**config.mk**
```make
export PLATFORM = sky130hd
export DESIGN_NAME = pit_top
export DESIGN_NICKNAME = d
export VERILOG_FILES = /design/src/rtl/pit_pkg.sv /design/src/rtl/pit_ack_seq.sv /design/src/rtl/pit_interval_cnt.sv /design/src/rtl/pit_top.sv
export SDC_FILE = /design/constraint.sdc
export NUM_CORES = 1
export LEC_CHECK = 0
export ABC_AREA = 1
export ABC_CLOCK_PERIOD_IN_PS = 1600
export BUFFER_PORTS_ARGS = -buffer_cell sky130_fd_sc_hd__buf_2
export CAP_MARGIN = 40
export CORE_MARGIN = 2
export CORE_UTILIZATION = 45
export CTS_CLUSTER_SIZE = 8
export DETAILED_ROUTE_END_ITERATION = 12
export GPL_ROUTABILITY_DRIVEN = 0
export PLACE_DENSITY_LB_ADDON = 0.3
export SYNTH_ARGS = -nofsm -noshare
export SYNTH_HDL_FRONTEND = slang
export SYNTH_SLANG_ARGS = --single-unit
```
**constraint.sdc**
```tcl
create_clock -name clk -period 1.6 [get_ports clk]
set_input_delay 0.48 -clock clk [delete_from_list [all_inputs] [get_ports clk]]
set_output_delay 0.48 -clock clk [all_outputs]
set_load 0.005 [all_outputs]
```
**src/rtl/pit_pkg.sv**
```systemverilog
package pit_pkg;
    typedef logic [2:0] pit_sel_t;

    // Only one-hot codes are accepted; anything else means "disabled".
    function automatic pit_sel_t pit_sel_decode(input logic [2:0] raw);
        return ($countones(raw) == 1) ? raw : 3'b000;
    endfunction
endpackage

```
**src/rtl/pit_ack_seq.sv**
```systemverilog
module pit_ack_seq #(
    parameter int ACK_READS = 3
) (
    input  logic clk,
    input  logic rst_n,
    input  logic acc_en,
    input  logic acc_wr,
    input  logic acc_hit,
    output logic ack_o
);
    localparam int AW = $clog2(ACK_READS + 1);

    logic [AW-1:0] run_d, run_q;
    logic          ack_d;

    always_comb begin
        run_d = run_q;
        ack_d = 1'b0;
        if (acc_en) begin
            if (!acc_wr && acc_hit) begin
                if (run_q == AW'(ACK_READS - 1)) begin
                    ack_d = 1'b1;
                    run_d = '0;
                end else begin
                    run_d = run_q + 1'b1;
                end
            end else begin
                run_d = '0;
            end
        end
    end

    assign ack_o = ack_d;

    always_ff @(posedge clk or negedge rst_n) begin
        if (!rst_n) run_q <= '0;
        else        run_q <= run_d;
    end

    AST_ACK_RUN_BOUND: assert property (@(posedge clk) disable iff (!rst_n)
        run_q < AW'(ACK_READS));

    AST_FOREIGN_RESETS_RUN: assert property (@(posedge clk) disable iff (!rst_n)
        (acc_en && (acc_wr || !acc_hit)) |=> (run_q == '0));
endmodule

```
**src/rtl/pit_interval_cnt.sv**
```systemverilog
module pit_interval_cnt #(
    parameter int T_SHORT = 5,
    parameter int T_MID   = 50,
    parameter int T_LONG  = 600
) (
    input  logic           clk,
    input  logic           rst_n,
    input  logic           tick,
    input  logic           restart,
    input  pit_pkg::pit_sel_t sel,
    output logic           expire_o
);
    localparam int CW = $clog2(T_LONG + 1);

    typedef struct packed {
        logic [CW-1:0] cnt;
        logic          run;
    } cnt_state_t;

    cnt_state_t    s_d, s_q;
    logic [CW-1:0] last;
    logic          exp_d;

    always_comb begin
        if (sel[0])      last = CW'(T_SHORT - 1);
        else if (sel[1]) last = CW'(T_MID - 1);
        else             last = CW'(T_LONG - 1);
    end

    always_comb begin
        s_d   = s_q;
        exp_d = 1'b0;
        if (restart) begin
            s_d.cnt = '0;
            s_d.run = (sel != 3'b000);
        end else if (s_q.run && tick) begin
            if (s_q.cnt == last) begin
                exp_d   = 1'b1;
                s_d.cnt = '0;
                s_d.run = 1'b0;
            end else begin
                s_d.cnt = s_q.cnt + 1'b1;
            end
        end
    end

    assign expire_o = exp_d;

    always_ff @(posedge clk or negedge rst_n) begin
        if (!rst_n) s_q <= '0;
        else        s_q <= s_d;
    end

    AST_CNT_BELOW_LIMIT: assert property (@(posedge clk) disable iff (!rst_n)
        s_q.cnt < CW'(T_LONG));

    AST_IDLE_HOLDS_COUNT: assert property (@(posedge clk) disable iff (!rst_n)
        (!s_q.run && !restart) |=> $stable(s_q.cnt));
endmodule

```
**src/rtl/pit_top.sv**
```systemverilog
module pit_top #(
    parameter int          T_SHORT   = 5,
    parameter int          T_MID     = 50,
    parameter int          T_LONG    = 600,
    parameter int          ACK_READS = 3,
    parameter logic [3:0]  PIT_ADDR  = 4'hF
) (
    input  logic       clk,
    input  logic       rst_n,
    input  logic       tick_10hz,
    input  logic       bus_en,
    input  logic       bus_wr,
    input  logic [3:0] bus_addr,
    input  logic [3:0] bus_wdata,
    output logic [3:0] status_o,
    output logic       irq_n_o
);
    import pit_pkg::*;

    typedef struct packed {
        pit_sel_t sel;
        logic     rep;
        logic     irq;
    } top_state_t;

    top_state_t s_d, s_q;
    logic       hit, wr_hit, ack, expire, restart;

    assign hit     = (bus_addr == PIT_ADDR);
    assign wr_hit  = bus_en && bus_wr && hit;
    assign restart = wr_hit || (ack && s_q.rep);

    pit_ack_seq #(.ACK_READS(ACK_READS)) u_ack (
        .clk     (clk),
        .rst_n   (rst_n),
        .acc_en  (bus_en),
        .acc_wr  (bus_wr),
        .acc_hit (hit),
        .ack_o   (ack)
    );

    pit_interval_cnt #(.T_SHORT(T_SHORT), .T_MID(T_MID), .T_LONG(T_LONG)) u_cnt (
        .clk      (clk),
        .rst_n    (rst_n),
        .tick     (tick_10hz),
        .restart  (restart),
        .sel      (wr_hit ? pit_sel_decode(bus_wdata[2:0]) : s_q.sel),
        .expire_o (expire)
    );

    always_comb begin
        s_d = s_q;
        if (wr_hit) begin
            s_d.sel = pit_sel_decode(bus_wdata[2:0]);
            s_d.rep = bus_wdata[3];
            s_d.irq = 1'b0;
        end else begin
            if (ack)    s_d.irq = 1'b0;
            if (expire) s_d.irq = 1'b1;
        end
    end

    always_ff @(posedge clk or negedge rst_n) begin
        if (!rst_n) s_q <= '0;
        else        s_q <= s_d;
    end

    assign status_o = {1'b0, s_q.sel};
    assign irq_n_o  = !s_q.irq;

    AST_IRQ_ON_TICK: assert property (@(posedge clk) disable iff (!rst_n)
        $fell(irq_n_o) |-> $past(tick_10hz));

    AST_ACK_RELEASES: assert property (@(posedge clk) disable iff (!rst_n)
        (ack && !tick_10hz) |=> irq_n_o);

    AST_WRITE_RELEASES: assert property (@(posedge clk) disable iff (!rst_n)
        wr_hit |=> irq_n_o);

    AST_DISABLED_QUIET: assert property (@(posedge clk) disable iff (!rst_n)
        (status_o[2:0] == 3'b000) |-> irq_n_o);

    AST_STATUS_ONEHOT: assert property (@(posedge clk) disable iff (!rst_n)
        $onehot0(status_o[2:0]) && !status_o[3]);
endmodule

```
**Word level (Yosys, flattened, before mapping)**

Cells that the tools add are included.

- Output and inout port bits: 5
- Register bits: 18

- Mux-type cells: 19
- Equality and inequality tests: 4
- Reductions and logical operators: 13
- $add $sub $neg: 4

Operator list:

| cell | number |
|---|---|
| $mux 10 | 3 |
| $mux 11 | 2 |
| $add 10x1->10 const B | 1 |
| $eq 10x10->1 | 1 |
| $mux 1 | 10 |
| $mux 3 | 2 |
| $reduce_bool 3->1 | 2 |
| $logic_and 1x1->1 | 5 |
| $eq 4x4->1 const B | 1 |
| $mux 2 | 2 |
| $reduce_bool 2->1 | 2 |
| $add 2x1->3 | 1 |
| $eq 3x1->1 const B | 1 |
| $add 1x1->2 | 1 |
| $add 2x1->2 const B | 1 |
| $eq 2x2->1 const B | 1 |
| $logic_not 1->1 | 2 |
| $reduce_and 2->1 | 1 |
| $logic_or 1x1->1 | 1 |

**Logic depth before layout (Yosys ltp)**

Gate-level depths: netlist (run 1).

- Word-level depth: 13
- Mapped depth: 14

**Cells and area by module**

From an unflattened synthesis (run 1), not the netlist that was laid out.

- Cell total of the unflattened synthesis: 173
- Area, all modules: 1211.2 sq um

Modules (own cells, without submodules):

| module | area an instance (sq um) | seq. area each (sq um) | instances | cells each |
|---|---|---|---|---|
| pit_interval_cnt | 759.5 | 275.3 | 1 | 113 |
| pit_top | 334.1 | 125.1 | 1 | 43 |
| pit_ack_seq | 117.6 | 50.0 | 1 | 17 |

**Worst setup path after synthesis (run 1)**

No wires, ideal clock.

- Path type: input to register
- From: input bus_wdata[0]
- To: register u_cnt.s_q[3] (netlist bit)
- Path slack: -0.437 ns
- Data arrival time: 1.917 ns
- Required time: 1.480 ns
- Stages: 13
- Path through: inv_1 -> fa_1 -> inv_1 -> nand3_1 -> nand3_2 -> nand2_4 -> nand2_4 -> nand2_2 -> nand2_2 -> nor2_4 -> nand3_4 -> nand2_8 -> nor2_2

- Longest elaborated chain between the ends: 11

Ends and longest elaborated chain:

| what | line | RTL |
|---|---|---|
| start, declared | pit_top.sv:14 | `input logic [3:0] bus_wdata,` |
| $add 1x1->2 (implied by the code) | pit_pkg.sv:6 | `return ($countones(raw) == 1) ? raw : 3'b000;` |
| $add 2x1->3 (implied by the code) | pit_pkg.sv:6 |  |
| $eq 3x1->1 | pit_pkg.sv:6 |  |
| $mux 3 * | pit_pkg.sv:6 |  |
| $mux 3 * | pit_top.sv:47 | `.sel (wr_hit ? pit_sel_decode(bus_wdata[2:0]) : s_q.sel),` |
| $mux 10 | pit_interval_cnt.sv:26 | `else if (sel[1]) last = CW'(T_MID - 1);` |
| $mux 10 * | pit_interval_cnt.sv:25 | `if (sel[0]) last = CW'(T_SHORT - 1);` |
| $eq 10x10->1 * | pit_interval_cnt.sv:37 | `if (s_q.cnt == last) begin` |
| $mux 10 * | pit_interval_cnt.sv:37 |  |
| $mux 11 * | pit_interval_cnt.sv:36 | `end else if (s_q.run && tick) begin` |
| $mux 11 * | pit_interval_cnt.sv:33 | `if (restart) begin` |
| end signal, assigned | pit_interval_cnt.sv:50 | `if (!rst_n) s_q <= '0;` |
| end signal, assigned | pit_interval_cnt.sv:51 | `else s_q <= s_d;` |
| end, declared | pit_interval_cnt.sv:20 | `cnt_state_t s_d, s_q;` |

Every way passes the cells marked *; elsewhere a longest branch is shown, timed or not. The select of a mux whose other input is x is not followed.
A chain may end at the register's enable or synchronous reset.

**Worst setup path in the final report (run 1)**

- From: input bus_wdata[0]
- To: register u_cnt.s_q[6] (netlist bit)

Same word-level chain as after synthesis.

==> flow_summary_export.csv, run 1 <==
group,metric,value,unit
run_status,status,"finished with violations",
run_status,violations,"setup timing",
floorplanning,dieWidth,56.6,um
timing,fin_worst_skew,0.00428,ns
power,p_seq_share,45.7,%
power,p_comb_share,37.5,%
clock_tree,cts_tree,"done",
cells_and_area,fin_cells,210,
power,p_total,1.39,mW
yosys,yosys_most_used_dff,"dfrtp_1",
global_route,grt_pass1_wl,4.54,mm
global_route,grt_usage,18.3,%
placed_design,dpl.cell_count,205,
setup_path,r2r-start,"status_o[0]$_DFFE_PN0N_",
setup_path,critPathLaunch,"bus_wdata[0]",
yosys,synth.top_cell.area_share,36.1,%
yosys,synthTopCellsByArea,"dfrtp_1 36%, nand2_1 10%, inv_1 6.0%",
cells_and_area,fin_nets,196,
placed_design,port_buffers,16,
drt,drtPass1Iterations,4,
drt,drt-total-wl,2.57,mm
power,power_density,916,nW/um^2
yosys,yosys.area.top_type,"dfrtp_1",
setup_path,start_kind,"input pin",
setup_path,worst-path-max-fanout,7,
setup_path,cp-end-kind,"flip-flop",
cells_and_area,fill_cells,262,
cells_and_area,post-route-util,56.3,%
clock_tree,path_clk_slew,0.10,ns
cells_and_area,diodes,0,
drt,first_iter_violations,19,
drt,via_per_inst,5.03,
global_route,grt_pass1_vias,1096,
timing,rsz0062_at_grt,"yes",
floorplanning,ios,18,
timing,slew_violations,0,
power,p_leak,0.760,nW
drt,wl_per_cell,12.3,um
setup_path,endpoint,"u_cnt.s_q[6]$_DFFE_PN0P_",
clock_tree,clkSinkCount,18,
setup_path,worstPathArrival,2.10,ns
power,ir_drop,570,uV
drt,dr_total_vias,1057,
setup_path,cp.required,1.80,ns
timing,max_freq,0.526,GHz
floorplanning,start_util,46.4,%
global_route,globalRouteOverflowTotal,0,
yosys,synth_nets,166,
clock_tree,cts-buffers-inserted,3,
clock_tree,clockBufferDepth,2,
placed_design,placed_area,1430,um^2
clock_tree,clock_latency,0.30,ns
run,cap_violations,0,
power,switching_power,0.537,mW
yosys,syn-instance-count,151,
yosys,yosysWarnings,0,
timing,finalHoldViolations,0,
timing,fin_crit,1.90,ns
yosys,synthDistinctLibCells,29,
yosys,synth-edff-count,0,
cells_and_area,final_area,1510,um^2
cells_and_area,drive_gt1_share,41.3,%
timing,setup_tns,-3.28,ns
yosys,async_reset_ff_share,100,%
yosys,syn_avg_cell_area,8.25,um^2
global_route,grt_start_max_net_pins,19,
floorplanning,fp.dieH,56.6,um
setup_path,rrSetupSlack,0.20,ns
setup_path,path_class,"in -> reg",
setup_path,rr_worst_depth,10,
floorplanning,coreArea,2690,um^2
power,p_int,0.849,mW
yosys,syn-cell-area,1250,um^2
power,switching_share,38.8,%
timing,worst_slack,-0.300,ns
cells_and_area,area_growth,21.4,%
clock_tree,clockRootBuffer,"clkbuf_4",
setup_path,r2r-end,"u_cnt.s_q[6]$_DFFE_PN0P_",
global_route,antenna_found_initial,0,
floorplanning,rows,19,
placed_design,hpwlAfterDp,2.01,mm
yosys,seq_area_frac_synth,36.1,%
worst_hold_path,hold_path.class,"in -> async",
drt,drc,0,
drt,detail-route-antenna-nets,0,
power,pwr-share-clk,16.8,%
timing,setup_viol,12,
clock_tree,htree_levels,1,
clock_tree,holdBufCountCts,0,
timing,fin_crit_sh,119,%
floorplanning,dieArea,3210,um^2
yosys,ys_ff_latch,18,
metrics by stage:
stage	setup WS, ns	hold WS, ns
after floorplan	-0.408	0.184
after global placement	-0.623	0.434
after detailed placement	-0.694	0.448
after CTS	-0.281	0.114
after global routing	-0.382	0.118
final	-0.300	0.102
power by group through the flow:
stage	logic (mW)	registers [mW]	clock network [mW]
after global placement	0.469	0.636	0
after floorplan	0.364	0.618	0
after global routing	0.585	0.646	0.265
final	0.519	0.633	0.233
after CTS	0.509	0.634	0.242
after detailed placement	0.488	0.641	0
timing repair:
| item | in CTS | in global routing |
|---|---|---|
| pin swaps | 12 | 12 |
| gates resized for setup | 6 | 8 |
| setup endpoints to repair | 12 | 12 |
| setup buffers | 2 | 0 |
flip-flops by register name, summed over array words and instances, names as in the netlist:
name,flops
s_q,2
status_o,3
u_ack.run_q,2
u_cnt.s_q,11
how the worst min path moves through the flow:
stage	cells after the start	startpoint	to
after floorplan	0	rst_n	s_q[0]$_DFFE_PN0P_
after global placement	1	rst_n	status_o[1]$_DFFE_PN0N_
after detailed placement	1	rst_n	status_o[1]$_DFFE_PN0N_
after CTS	1	rst_n	status_o[2]$_DFFE_PN0N_
after global routing	1	rst_n	u_cnt.s_q[7]$_DFFE_PN0P_
final	1	rst_n	u_cnt.s_q[7]$_DFFE_PN0P_
kinds of logic (layout without fill, tap and decap cells):
logic type / Yosys count / in the layout / synth area share, %
other: 1 / 1 / 0.301
buffers and inverters: 27 / 55 / 9.74
AND/OR/NAND/NOR: 86 / 86 / 41.6
AO/OA/AOI/OAI: 10 / 10 / 4.52
flip-flops: 18 / 18 / 36.1
multiplexers: 1 / 1 / 0.904
adder cells (fa/ha/maj): 2 / 2 / 2.61
XOR/XNOR: 6 / 6 / 4.22
per-layer routing:
layer  share of wire [%]  up-vias  track usage (%)
met2                  53       18             32.1
met5                   0        -                0
met3                 3.0        9             2.76
met1                  40      500             21.1
li1                    -      530                -
met4                 3.4        0             10.2
cell usage after synthesis, drive strengths merged (2+ instances only):
master and instances:
nand3 18, xor2 6, nand2 47, o21ai 9
buf 4, nor3 2, dfrtp 18, inv 22
nor2 15, nand4 3
cells in the final DEF (no fill, tap or decap), types with 4 or more instances in the layout:
cell type  synthesis  final
o21ai_0            4      4
nand3_1           14     12
nand2_4            5      5
nand2_2            6      9
inv_1             20     16
inv_2              2      4
buf_4              4     13
buf_2              0     14
dfrtp_1           18     18
nor2_1             6      6
xor2_1             6      6
nor2_2             7      5
nand2_1           34     31
nand3_2            3      5
cell type report:
type	instances	area [um^2]	area share, %
clock buffers	3	22.5	1.49
well taps	31	38.8	2.56
flip-flops and latches	18	450	29.8
inverters	23	101	6.70
multi-input cells	106	706	46.7
repair buffers	29	194	12.8
critical path, stage by stage:
cell and delay [ns]:
buf_8 0.08, inv_4 0.03, fa_1 0.54, inv_2 0.05, nand3_2 0.07, nand3_2 0.10
nand2_4 0.12, nand2_2 0.06, nand2_2 0.07, nand2_2 0.07, nor2_4 0.13, nand3_4 0.11
nand2_8 0.13, nor2_2 0.05
Note: power is estimated with default switching activity, not from simulation.
==> run 2, diff against run 1 <==
Settings changed: ABC_CLOCK_PERIOD_IN_PS 1600 to 2200, CORE_UTILIZATION 45 to 50.
Clock period 1.6 ns to 2.2 ns, I/O delays scaled along.
==> run 2 against run 1 <==
- the flow now finishes without violations
- non-clock buffer count shrank 8
- cell area fell by 5.8%
- wire length decreased by 8.4%
- combinational power fell by 32%
- cell count decreased by 3.8%
- register-to-register slack better by 0.54 ns
- setup slack better by 0.38 ns
- power shrank 26%
- flip-flop and latch count is the same
- sequential share of layout area increased by 1.8 points
- largest cell class unchanged
- largest power group unchanged
==> flow_summary_export.csv, run 2 (synthesis gave the netlist of run 1 again) <==
group,metric,value,unit
cells_and_area,fill_cells,214,
global_route,top_usage_layer,"met2",
clock_tree,clockBufferDepth,2,
clock_tree,path_clk_slew,0.11,ns
cells_and_area,largest_reg_flops,11,
timing,setup_tns,0,ns
setup_path,cp-end-kind,"flip-flop",
cells_and_area,final_cell_mix,"34 x nand2_1, 19 x inv_1, 18 x dfrtp_1",
placed_design,hpwlAfterDp,1.91,mm
cells_and_area,final_area,1430,um^2
setup_path,worst-path-max-fanout,7,
drt,detail-route-antenna-nets,0,
floorplanning,start_util,51.7,%
clock_tree,holdBufCountCts,0,
timing,fin_crit_sh,96.5,%
power,p_leak,0.716,nW
global_route,globalRouteOverflowTotal,0,
global_route,global_route.usage.met1,21.6,%
clock_tree,clkSinkCount,18,
drt,drtPass1Iterations,4,
worst_hold_path,hold_path.class,"in -> async",
run,cap_violations,0,
floorplanning,rows,18,
global_route,grt_use_met3,5.83,%
cells_and_area,regMostFlops,"u_cnt.s_q",
global_route,use_met2,32.5,%
setup_path,start_kind,"input pin",
clock_tree,cts-buffers-inserted,3,
setup_path,slowest_stage,"fa_1",
drt,drt-total-wl,2.36,mm
clock_tree,htree_levels,1,
global_route,grt_pass1_vias,952,
drt,wl_per_cell,11.7,um
timing,finalHoldViolations,0,
cells_and_area,diodes,0,
global_route,grt_usage,19.1,%
timing,setup_viol,0,
drt,drc,0,
placed_design,placed_area,1370,um^2
clock_tree,clockRootBuffer,"clkbuf_4",
cells_and_area,fin_nets,188,
timing,fin_crit,2.12,ns
setup_path,cp.required,2.39,ns
global_route,grt_pass1_wl,3.90,mm
power,ir_drop,580,uV
setup_path,worstPathArrival,2.31,ns
timing,rsz0062_at_grt,"no",
floorplanning,coreArea,2410,um^2
global_route,grt_start_max_net_pins,19,
timing,max_freq,0.471,GHz
timing,slew_violations,0,
drt,dr_total_vias,1002,
drt,first_iter_violations,22,
floorplanning,ios,18,
clock_tree,clock_latency,0.31,ns
run_status,status,"completed",
setup_path,path_class,"in -> reg",
floorplanning,fp.dieH,53.9,um
drt,via_per_inst,4.96,
cells_and_area,area_growth,14.4,%
timing,fin_worst_skew,0.0184,ns
setup_path,slowest_delay,0.54,ns
clock_tree,cts_tree,"done",
cells_and_area,drive_gt1_share,34.9,%
setup_path,crit_chain,"buf_2 > inv_1 > fa_1 > inv_2 > nand3_1 > nand3_2 > nand2_4 > nand2_4 > nand2_2 > nand2_2 > nor2_4 > nand3_4 > nand2_8 > nor2_2",
cells_and_area,final_common_cell,"nand2_1",
global_route,antenna_found_initial,0,
floorplanning,dieArea,2910,um^2
floorplanning,dieWidth,53.9,um
placed_design,port_buffers,16,
power,power_density,715,nW/um^2
run 2: through the flow:
step | instances | total power [mW] | util [%] | hold slack, ns | worst slack (ns)
floorplan | 151 | 0.720 | - | 0.364 | 0.00610
global placement | 197 | 0.801 | 56.8 | 0.489 | -0.159
detailed placement | 197 | 0.815 | 56.8 | 0.499 | -0.239
CTS | 201 | 1.02 | 58.3 | 0.269 | 0.0910
global route | 202 | 1.09 | 59.1 | 0.290 | 0.00148
finish | 202 | 1.02 | 59.1 | 0.258 | 0.0763
run 2: path summary, 6_finish.rpt:
kind / from / end / slack (ns) / cells past startpoint
worst max-delay path: bus_wdata[1] / u_cnt.s_q[5]$_DFFE_PN0P_ / 0.08 / 14
worst min-delay path: rst_n / status_o[1]$_DFFE_PN0N_ / 0.26 / 1
worst max register to register: u_cnt.s_q[1]$_DFFE_PN0P_ / u_cnt.s_q[10]$_DFFE_PN0P_ / 0.74 / 6
worst min register to register: s_q[1]$_DFFE_PN0N_ / s_q[1]$_DFFE_PN0N_ / 0.52 / 1
max in group asynchronous: rst_n / u_ack.run_q[1]$_DFFE_PN0P_ / 1.63 / 1
min in group clk: s_q[1]$_DFFE_PN0N_ / s_q[1]$_DFFE_PN0N_ / 0.52 / 1
run 2: timing repair:
action,in CTS,in global routing
gates resized for setup,0,2
setup endpoints to repair,0,7
setup buffers,0,1
run 2: power by group:
group	leakage [nW]	internal, mW	total [mW]	switching [mW]
Clock	0.0210	0.101	0.205	0.104
Sequential	0.238	0.392	0.463	0.0708
Combinational	0.457	0.149	0.351	0.202
run 2: critical path: cells and delay by family:
family / cells / cell delay, ns
simple gates: 10 / 0.91
fa+ha+maj: 1 / 0.54
buf+inv: 3 / 0.20
run 2: cell type report:
class | count | area (um^2) | share of cell area [%]
Timing Repair Buffer | 21 | 118 | 8.25
Inverter | 23 | 91.3 | 6.41
Tap cell | 30 | 37.5 | 2.63
Sequential cell | 18 | 450 | 31.6
Clock buffer | 4 | 36.3 | 2.55
Multi-Input combinational cell | 106 | 692 | 48.6
run 2: per-layer routing:
metal	wire [um]	up-vias
met4	38	0
met2	1180	17
met1	1050	466
met5	0	-
li1	-	514
met3	87	5
==> run 3, diff against run 2 <==
Settings changed: ABC_CLOCK_PERIOD_IN_PS 2200 to 1800.
Clock period 2.2 ns to 1.8 ns, I/O delays scaled along.
==> run 3 against run 2 <==
- non-clock buffer count up 5
- via count grew 4.7%
- the run now ends with setup timing left
- flip-flop and latch count is the same
- clock-buffer cell count unchanged
- clock skew shrank 0.017 ns
- critical path type unchanged
- sequential power rose by 23%
- cell area increased by 7.3%
- register-to-register slack got worse by 0.47 ns
- utilization up 4.3 points
- critical path depth unchanged
==> flow_summary_export.csv, run 3 (synthesis gave the netlist of run 1 again) <==
group,metric,value,unit
cells_and_area,largest_reg_flops,11,
timing,rsz0062_at_grt,"yes",
global_route,globalRouteOverflowTotal,0,
drt,dr_total_vias,1049,
clock_tree,clockBufferDepth,2,
power,ir_drop,549,uV
power,p_leak,0.745,nW
placed_design,post-place-ws,-0.548,ns
floorplanning,dieArea,2910,um^2
clock_tree,path_clk_slew,0.11,ns
drt,via_per_inst,5.07,
setup_path,r2r-end,"u_cnt.s_q[10]$_DFFE_PN0P_",
worst_hold_path,hold_path.class,"in -> async",
global_route,grt_start_max_net_pins,19,
clock_tree,holdBufCountCts,0,
cells_and_area,post-route-util,63.4,%
clock_tree,cts-buffers-inserted,3,
floorplanning,coreArea,2410,um^2
setup_path,path_class,"in -> reg",
cells_and_area,drive_gt1_share,42.4,%
clock_tree,clockRootBuffer,"clkbuf_4",
setup_path,rrSetupSlack,0.27,ns
clock_tree,clock_latency,0.30,ns
drt,first_iter_violations,21,
setup_path,slowest_delay,0.54,ns
cells_and_area,fill_cells,209,
timing,worst_slack,-0.155,ns
drt,drt-total-wl,2.69,mm
global_route,grt_pass1_vias,1046,
floorplanning,dieWidth,53.9,um
global_route,antenna_found_initial,0,
clock_tree,htree_levels,1,
placed_design,hpwlAfterDp,2.06,mm
drt,wl_per_cell,13.0,um
timing,finalHoldViolations,0,
run,cap_violations,0,
cells_and_area,diodes,0,
cells_and_area,area_growth,22.7,%
clock_tree,cts_tree,"done",
global_route,grt_usage,22.2,%
setup_path,r2r-start,"u_cnt.s_q[1]$_DFFE_PN0P_",
run_status,status,"finished with violations",
setup_path,slowest_stage,"fa_1",
floorplanning,start_util,51.7,%
setup_path,crit_path_frequent_cell,"nand2_2",
floorplanning,ios,18,
setup_path,rr_worst_depth,6,
cells_and_area,final_cell_mix,"30 x nand2_1, 18 x dfrtp_1, 15 x inv_1",
run_status,violations,"setup timing",
drt,drtPass1Iterations,4,
cells_and_area,final_common_cell,"nand2_1",
setup_path,cp.required,2.00,ns
timing,setup_viol,12,
global_route,grt_pass1_wl,4.57,mm
timing,max_freq,0.511,GHz
timing,fin_worst_skew,0.00132,ns
cells_and_area,fin_nets,193,
timing,slew_violations,0,
clock_tree,clkSinkCount,18,
floorplanning,rows,18,
setup_path,crit_chain,"buf_8 > inv_4 > fa_1 > inv_2 > nand3_4 > nand3_2 > nand2_4 > nand2_2 > nand2_2 > nand2_2 > nor2_4 > nand3_4 > nand2_8 > nor2_4",
cells_and_area,regMostFlops,"u_cnt.s_q",
placed_design,port_buffers,16,
setup_path,worst-path-max-fanout,7,
setup_path,worstPathArrival,2.15,ns
timing,fin_crit_sh,109,%
floorplanning,fp.dieH,53.9,um
timing,fin_crit,1.96,ns
power,power_density,857,nW/um^2
timing,setup_tns,-1.62,ns
setup_path,cp-end-kind,"flip-flop",
setup_path,start_kind,"input pin",
drt,drc,0,
drt,detail-route-antenna-nets,0,
==> run 3: changes by cell type in the layout (fill, tap and decap cells not counted), sizes merged <==
cell,change
buf,+5
==> run 3: what timing repair did <==
item / in CTS / in global routing
pin swaps: 16 / 11
resized for setup: 8 / 12
setup buffers: 1 / 2
setup endpoints to repair: 12 / 12
==> run 3: per-stage QoR <==
stage          hold slack [ns]  instance area, um^2  total power [mW]  instances
2_1_floorplan            0.244                 1260             0.873        151
3_3_place_gp             0.494                 1400             0.965        200
3_5_place_dp             0.495                 1400             0.990        200
4_1_cts                  0.162                 1480              1.28        205
5_1_grt                  0.179                 1530              1.41        207
6_report                 0.164                 1530              1.31        207
==> run 3: worst max path at each step <==
stage	start	endpoint	slack, ns	cells after the start
floorplan	bus_wdata[1]	u_cnt.s_q[3]$_DFFE_PN0P_	-0.27	13
global placement	bus_wdata[1]	u_cnt.s_q[10]$_DFFE_PN0P_	-0.48	14
detailed placement	bus_wdata[1]	u_cnt.s_q[9]$_DFFE_PN0P_	-0.55	14
CTS	bus_wdata[0]	u_cnt.s_q[9]$_DFFE_PN0P_	-0.14	14
global route	bus_wdata[0]	u_cnt.s_q[10]$_DFFE_PN0P_	-0.23	14
finish	bus_wdata[0]	u_cnt.s_q[10]$_DFFE_PN0P_	-0.16	14
==> run 3: final cells by class <==
class,count,area [um^2],share of cell area (%)
Clock buffer,4,36.3,2.37
Inverter,23,101,6.63
Multi-Input combinational cell,106,726,47.5
Sequential cell,18,450,29.5
Tap cell,30,37.5,2.45
Timing Repair Buffer,26,178,11.6
==> run 3: layer usage <==
layer  track usage (%)  up-vias  part of all wire, %  routed length [um]
met3              3.89        4                  3.3                  88
met5                 0        -                    0                   0
met2              38.8       23                   52                1390
met1              27.7      498                   44                1180
met4              6.41        0                  1.2                  31
li1                  -      524                    -                   -
==> run 3: power breakdown <==
part | internal [mW] | switching [mW]
Combinational | 0.203 | 0.278
Clock | 0.123 | 0.136
Sequential | 0.479 | 0.0899
Total | 0.806 | 0.505
==> run 3: critical path: cells and delay by family <==
kind | cells | cell delay, ns
buffers and inverters | 3 | 0.17
and+or+nand+nor | 10 | 0.89
adders and majority gates | 1 | 0.54
